File: config.mk
export PLATFORM = sky130hd
export DESIGN_NAME = irq_stat_mask
export DESIGN_NICKNAME = d
export VERILOG_FILES = /design/src/rtl/ism_pkg.sv /design/src/rtl/ism_status_bank.sv /design/src/rtl/ism_mask_reg.sv /design/src/rtl/ism_irq_reduce.sv /design/src/rtl/irq_stat_mask.sv
export SDC_FILE = /design/constraint.sdc
export NUM_CORES = 1
export LEC_CHECK = 0
export BUFFER_PORTS_ARGS = -buffer_cell sky130_fd_sc_hd__buf_2
export CORE_MARGIN = 2
export CORE_UTILIZATION = 43
export DETAILED_ROUTE_END_ITERATION = 7
export PLACE_DENSITY = 0.78
export SYNTH_ARGS = -nofsm -noshare
export SYNTH_HDL_FRONTEND = slang
export SYNTH_SLANG_ARGS = --single-unit
export TNS_END_PERCENT = 10
File: constraint.sdc
create_clock -name clk -period 1.28 [get_ports clk]
set_clock_uncertainty 0.1 [all_clocks]
set_input_delay 0.256 -clock clk [delete_from_list [all_inputs] [get_ports clk]]
set_output_delay 0.256 -clock clk [all_outputs]
set_load 0.02 [all_outputs]
File: src/rtl/ism_pkg.sv
package ism_pkg;

  // Next pending value: apply an active-low clear write, then let new events win.
  function automatic logic [31:0] ism_next_pending(input logic [31:0] cur,
                                                   input logic        wr,
                                                   input logic [31:0] wd,
                                                   input logic [31:0] ev);
    logic [31:0] kept;
    kept = wr ? (cur & wd) : cur;
    return kept | ev;
  endfunction

  // Unblocked pending sources: a set block bit suppresses its source.
  function automatic logic [31:0] ism_unblocked(input logic [31:0] pend,
                                                input logic [31:0] blk);
    return pend & ~blk;
  endfunction

endpackage

File: src/rtl/ism_status_bank.sv
module ism_status_bank #(
  parameter int NSRC = 11
) (
  input  logic            clk,
  input  logic            rst_n,
  input  logic [NSRC-1:0] event_i,
  input  logic            wr_i,
  input  logic [NSRC-1:0] wdata_i,
  output logic [NSRC-1:0] stat_o
);
  import ism_pkg::*;

  logic [NSRC-1:0] stat_q;
  logic [NSRC-1:0] stat_d;
  logic [31:0]     nxt_w;

  assign nxt_w  = ism_next_pending(32'(stat_q), wr_i, 32'(wdata_i), 32'(event_i));
  assign stat_d = nxt_w[NSRC-1:0];

  always_ff @(posedge clk) begin
    if (!rst_n) stat_q <= '0;
    else        stat_q <= stat_d;
  end

  assign stat_o = stat_q;


  evt_capture_chk: assert property (@(posedge clk) disable iff (!rst_n)
    (|event_i) |=> ((stat_q & $past(event_i)) == $past(event_i)));


  no_spurious_set_chk: assert property (@(posedge clk) disable iff (!rst_n)
    (stat_q & ~$past(stat_q) & ~$past(event_i)) == '0);


  clear_all_chk: assert property (@(posedge clk) disable iff (!rst_n)
    (wr_i && wdata_i == '0 && event_i == '0) |=> (stat_q == '0));


  evt_wins_chk: assert property (@(posedge clk) disable iff (!rst_n)
    (wr_i && (event_i & ~wdata_i) != '0) |=> ((stat_q & $past(event_i)) == $past(event_i)));

endmodule

File: src/rtl/ism_mask_reg.sv
module ism_mask_reg #(
  parameter int NSRC = 11
) (
  input  logic            clk,
  input  logic            rst_n,
  input  logic            wr_i,
  input  logic [NSRC-1:0] wdata_i,
  output logic [NSRC-1:0] mask_o
);
  localparam logic [NSRC-1:0] BLOCK_ALL = '1;

  logic [NSRC-1:0] mask_q;

  always_ff @(posedge clk) begin
    if (!rst_n)    mask_q <= BLOCK_ALL;
    else if (wr_i) mask_q <= wdata_i;
  end

  assign mask_o = mask_q;


  mask_load_chk: assert property (@(posedge clk) disable iff (!rst_n)
    wr_i |=> (mask_q == $past(wdata_i)));


  mask_hold_chk: assert property (@(posedge clk) disable iff (!rst_n)
    !wr_i |=> $stable(mask_q));

endmodule

File: src/rtl/ism_irq_reduce.sv
module ism_irq_reduce #(
  parameter int NSRC = 11
) (
  input  logic            clk,
  input  logic            rst_n,
  input  logic [NSRC-1:0] stat_i,
  input  logic [NSRC-1:0] mask_i,
  output logic            irq_o
);
  import ism_pkg::*;

  logic [31:0] live_w;
  logic        any_live;
  logic        irq_q;

  assign live_w   = ism_unblocked(32'(stat_i), 32'(mask_i));
  assign any_live = |live_w[NSRC-1:0];

  always_ff @(posedge clk) begin
    if (!rst_n) irq_q <= 1'b0;
    else        irq_q <= any_live;
  end

  assign irq_o = irq_q;


  irq_quiet_chk: assert property (@(posedge clk) disable iff (!rst_n)
    ((stat_i & ~mask_i) == '0) |=> !irq_q);


  irq_raise_chk: assert property (@(posedge clk) disable iff (!rst_n)
    ((stat_i & ~mask_i) != '0) |=> irq_q);

endmodule

File: src/rtl/irq_stat_mask.sv
module irq_stat_mask #(
  parameter int NSRC = 11,
  parameter int WDW  = 12
) (
  input  logic            clk,
  input  logic            rst_n,
  input  logic [NSRC-1:0] event_i,
  input  logic            stat_we,
  input  logic            mask_we,
  input  logic            ena_we,
  input  logic [WDW-1:0]  wdata,
  output logic [NSRC-1:0] status_o,
  output logic [NSRC-1:0] mask_o,
  output logic            enable_o,
  output logic            irq_raw_o,
  output logic            irq_o
);
  localparam int ENA_BIT = WDW - 1;

  logic [NSRC-1:0] stat_w;
  logic [NSRC-1:0] mask_w;
  logic            raw_w;
  logic            ena_q;

  ism_status_bank #(.NSRC(NSRC)) u_stat (
    .clk     (clk),
    .rst_n   (rst_n),
    .event_i (event_i),
    .wr_i    (stat_we),
    .wdata_i (wdata[NSRC-1:0]),
    .stat_o  (stat_w)
  );

  ism_mask_reg #(.NSRC(NSRC)) u_mask (
    .clk     (clk),
    .rst_n   (rst_n),
    .wr_i    (mask_we),
    .wdata_i (wdata[NSRC-1:0]),
    .mask_o  (mask_w)
  );

  ism_irq_reduce #(.NSRC(NSRC)) u_red (
    .clk    (clk),
    .rst_n  (rst_n),
    .stat_i (stat_w),
    .mask_i (mask_w),
    .irq_o  (raw_w)
  );

  always_ff @(posedge clk) begin
    if (!rst_n)      ena_q <= 1'b0;
    else if (ena_we) ena_q <= wdata[ENA_BIT];
  end

  assign status_o  = stat_w;
  assign mask_o    = mask_w;
  assign enable_o  = ena_q;
  assign irq_raw_o = raw_w;
  assign irq_o     = raw_w & ena_q;


  gate_chk: assert property (@(posedge clk) disable iff (!rst_n)
    irq_o |-> (enable_o && irq_raw_o));


  ena_load_chk: assert property (@(posedge clk) disable iff (!rst_n)
    ena_we |=> (enable_o == $past(wdata[ENA_BIT])));


  reset_state_chk: assert property (@(posedge clk)
    !rst_n |=> (status_o == '0 && mask_o == '1 && !enable_o && !irq_raw_o));

endmodule

== After elaboration in Yosys (flattened, before gate mapping) ==
Cells that the tools add are included.
W data, S select, Z words.

* Register bits after elaboration: 24
* Bits in latches: 0
* RAM bits: 0
* Memory bits (read-only): 0
* Word-level logic and storage cells: 11
* Memories: 0

* Add/subtract/negate cells: 0
* Multipliers: 0
* Div/mod/pow operators: 0
* $lt $le $gt $ge: 0
* Eq/ne operators: 0
* Shift operators: 0
* Muxes and demuxes: 1
* Bitwise operators: 5
* Reductions and logical operators: 1

{| class="wikitable"
|+ Operators with widths
! cell !! count
|-
| $and A11 B11 Y11 || 2
|-
| $mux W11 || 1
|-
| $not A11 Y11 || 1
|-
| $or A11 B11 Y11 || 1
|-
| $reduce_or A11 Y1 || 1
|-
| $and A1 B1 Y1 || 1
|}

== Logic depth before layout (Yosys ltp) ==
* Word-level depth: 3
* Mapped depth: 4

== Modules after synthesis ==
Synthesis repeated with hierarchy kept, for this count alone.

* Cell total of the unflattened synthesis: 103
* Area, all modules: 999.7 µm²

{| class="wikitable"
|+ Modules (own cells, without submodules)
! module !! times used !! cells each !! area each (µm²) !! seq. area each (µm²)
|-
| ism_status_bank || 1 || 46 || 457.9 || 220.2
|-
| ism_mask_reg || 1 || 35 || 386.6 || 220.2
|-
| ism_irq_reduce || 1 || 18 || 112.6 || 20.0
|-
| irq_stat_mask || 1 || 4 || 42.5 || 20.0
|}

== Worst setup path after synthesis ==
OpenSTA, ideal clock, no wires.

* Path kind: register to register
* Start point: register u_mask.mask_q[5] (netlist: u_mask.mask_o[5])
* End point: register u_red.irq_q (netlist: u_red.irq_o)
* Library setup time: 0.120 ns
* Arrival time: 0.933 ns
* Setup slack: 0.128 ns
* Cell stages (with the launch flop): 4
* Path buffers: 0
* Period minus slack after synthesis: 1.152 ns
* Path through: dfxtp_1 -> nand2b_1 -> o221ai_2 -> o31a_1

* Longest elaborated chain between the ends: 3

{| class="wikitable"
|+ RTL lines
! element !! RTL line !! text
|-
| start, declared || ism_mask_reg.sv:12 || <nowiki>logic [NSRC-1:0] mask_q;</nowiki>
|-
| start signal, assigned || ism_mask_reg.sv:16 || <nowiki>else if (wr_i) mask_q <= wdata_i;</nowiki>
|-
| $not A11 Y11 || ism_pkg.sv:16 || <nowiki>return pend & ~blk;</nowiki>
|-
| $and A11 B11 Y11 || ism_pkg.sv:16 ||
|-
| $reduce_or A11 Y1 || ism_irq_reduce.sv:17 || <nowiki>assign any_live = |live_w[NSRC-1:0];</nowiki>
|-
| end signal, assigned || ism_irq_reduce.sv:21 || <nowiki>else irq_q <= any_live;</nowiki>
|-
| end, declared || ism_irq_reduce.sv:14 || <nowiki>logic irq_q;</nowiki>
|}

Every way passes these cells.
A chain may end at the register's enable or synchronous reset.

== Final worst setup path ==
* Start point: register u_red.irq_q (netlist: u_red.irq_o)
* End point: output port irq_o

* Longest elaborated chain between the ends: 1

{| class="wikitable"
|+ RTL lines
! element !! RTL line !! text
|-
| $and A1 B1 Y1 || irq_stat_mask.sv:59 || <nowiki>assign irq_o = raw_w & ena_q;</nowiki>
|-
| end, declared || irq_stat_mask.sv:16 || <nowiki>output logic irq_o</nowiki>
|}

Every way passes these cells.

==> key figures <==
Status
  • Status: finished, final reports clean

Synthesis
  • YS warnings: 0
  • Adder-cell share of the synthesized area: 0%
  • Simple-Gate Fraction of Synth Area: 20.5%
  • Mux cell area share after synthesis: 12.5%
  • Cell Area, Synth: 965 um2
  • Post-synthesis compound-gate area fraction: 12.3%
  • Syn nets: 129
  • Synth Register Bits: 24
  • Seq/Total Area, Yosys: 49.8%
  • Synthesized instance count: 101
  • Syn_area_per_cell: 9.55 um2
  • Synth cell types: 15
  • Largest family of logic cells by synthesized area: simple AND/OR/NAND/NOR gates
  • Synth Area in XOR/XNOR: 0%

Power and ir drop
  • Leakage: 0.634 nW
  • Internal power: 1.10 mW
  • Gate power share: 18.8%
  • Clock share of power: 25.9%
  • Peak supply drop: 0.000845 V
  • Sw power: 0.407 mW
  • Total power: 1.51 mW
  • Sw Share: 27.0%
  • Power per standard cell area: 1170 nW/um2
  • Sequential share of power: 55.3%

CTS
  • CTS tree: yes
  • # H-tree levels: 1
  • CTS hold repair buffers: 0
  • CTS max path bufs: 2
  • Root Buffer: clkbuf_4
  • Clk_lat worst skew: 310 ps
  • Clk slew on worst S/H paths: 130 ps
  • Clock sinks: 24
  • TritonCTS Buffers: 3
  • Post-CTS Setup Inserts: 0

Worst setup path
  • Worst-path fanout max: 2
  • R2R depth: 3
  • CP max-delay cell: dfxtp_2
  • R2r setup slk: 210 ps
  • Crit-path cells: and2_4 > buf_6
  • Worst Setup SP: u_red.irq_o
  • Req. time, crit path: 920 ps
  • Delay of the slowest cell on the worst path: 340 ps
  • RR Startpoint: u_mask.mask_o[9]
  • CP startpoint kind: flop
  • WP data arrival: 920 ps
  • Crit end category: output pin
  • Critical path type: flop to output pin
  • RR Endpoint: u_red.irq_o

GRT
  • Vias in the first global route: 714
  • Initial antenna violation count: 0
  • Total grt overflow: 0
  • Total Routing Usage GR: 15.5%
  • First-pass GRT wire length: 3080 um
  • Largest net degree at the start of global routing: 25

Timing
  • Hold Vio Cnt, Final: 0
  • Relative slew slack: 75.8%
  • Fin crit share: 99.4%
  • Fmax: 0.786 GHz
  • Least-Margin Pin Slew: 363 ps
  • Final Max Tran Viols: 0
  • Setup violators final: 0
  • RSZ-0062 raised after global routing: true
  • Final min period: 1270 ps

Finish
  • Most frequent cells in the layout: 51 x buf_2, 22 x dfxtp_1, 15 x nand2b_1
  • Ant. Diodes: 0
  • Area delta synth->final: 33.3%
  • Area occupied by multi-input gates: 439 um2
  • Reg area: 483 um2
  • Share of layout cells above drive strength 1: 39.2%
  • Fillcell total: 219
  • Most common cell after layout, fill and taps aside: buf_2
  • Final nets: 182
  • Post-Layout Cell Count: 181

Min path
  • Worst Hold Class: input pin to flop
  • Worst hold start: event_i[0]
  • Hold Path Depth: 2
  • Hold worst-path end: u_stat.stat_o[0]

Detailed routing
  • Detailed Routing Iterations Pass 1: 4
  • Detailed-route via count: 844
  • Met1 Wirelength: 867 um
  • WL met2: 939 um
  • Remaining DRCs: 0
  • Detail Route Antenna Nets: 0
  • DR WL met3: 151 um
  • Total routed wirelength: 1990 um
  • DR vias/cell: 4.66
  • DRT iter0 DRCs: 11
  • Top routing layer used: met4
  • DR WL/cell: 11.0 um

Floorplan
  • Std-Cell Rows: 17
  • Die Height: 51.4 um
  • IO Count: 53
  • Initial Util: 44.5%
  • CORE AREA: 2170 um2
  • Die Wd: 51.4 um
  • Die area: 2640 um2

Placed design
  • Routability congestion estimate: 0.648
  • # port buffers: 52
  • Placed Cells: 177
  • DP Wirelength: 1540 um

Flow run
  • Max Cap Viol: 0
-- kinds of logic after synthesis --
kind of cell	after synthesis
compound gates	18
buf+inv	11
flops	24
mux	12
simple gates	36
-- how the worst max path moves through the flow --
stage	to	slack, ps	cells past startpoint
floorplan	u_red.irq_o	130	3
global placement	u_mask.mask_o[9]	200	3
global route	irq_o	-30	2
finish	irq_o	8	2
detailed placement	u_mask.mask_o[9]	150	3
CTS	irq_o	-6	2
-- layout make-up --
class                      instances  area share, %
sequential                        24           37.5
multi-input combinational         66           34.1
timing repair buffer              52           20.7
clock buffer                       4           2.82
tap                               28           2.72
inverter                           7           2.04
-- cell usage after synthesis --
library cell	number	area share [%]
nor2b_1	9	5.8
buf_2	2	1.0
o221ai_2	1	1.6
and2_1	1	0.65
a21oi_1	11	5.7
clkbuf_1	1	0.39
buf_4	1	0.78
dfxtp_1	24	50
o31a_1	1	0.91
nand2_1	11	4.3
o2111ai_1	2	1.8
inv_1	7	2.7
nand2b_1	15	9.7
mux2i_1	12	12
o21a_1	3	2.3
-- power by group through the flow --
stage               clock (mW)  combinational (mW)  sequential, mW
global placement             0               0.278           0.846
finish                   0.390               0.283           0.833
CTS                      0.403               0.286           0.833
global route             0.423               0.311           0.839
floorplan                    0               0.110           0.908
detailed placement           0               0.284           0.848
-- sequential cells by signal (all words and copies together) (netlist names) --
| name | flops |
|---|---|
| u_red.irq_o | 1 |
| u_stat.stat_o | 11 |
| enable_o | 1 |
| u_mask.mask_o | 11 |
-- critical path: cells and delay by family (launching register included) --
family                 cells  cell delay (ps)
buffers and inverters      1              120
flip-flops                 1              340
AND/OR/NAND/NOR            1              150
-- repair_timing --
item / 4_1_cts / 5_1_grt
gates resized for setup: 5 / 0
endpoints found under the hold margin: 0 / 0
setup endpoints to repair: 1 / 1
-- layer usage --
metal | vias up | track usage, %
met5 | - | 0
met4 | 0 | 7.89
met3 | 4 | 3.80
met2 | 31 | 25.9
met1 | 375 | 18.4
li1 | 434 | -
-- stage by stage --
stage                     instance area [um2]  hold slack [ps]  util [%]  TNS (ps)  worst slack, ps
after floorplan                           965              280         -         0              128
after global placement                   1240              362      57.1         0              198
after detailed placement                 1240              371      57.1         0              153
after CTS                                1290             44.6      59.3     -6.40            -6.40
after global routing                     1290             38.9      59.3     -25.0            -25.0
final                                    1290             48.9      59.3         0             8.09
No activity file was read; power rests on OpenSTA's default activity.
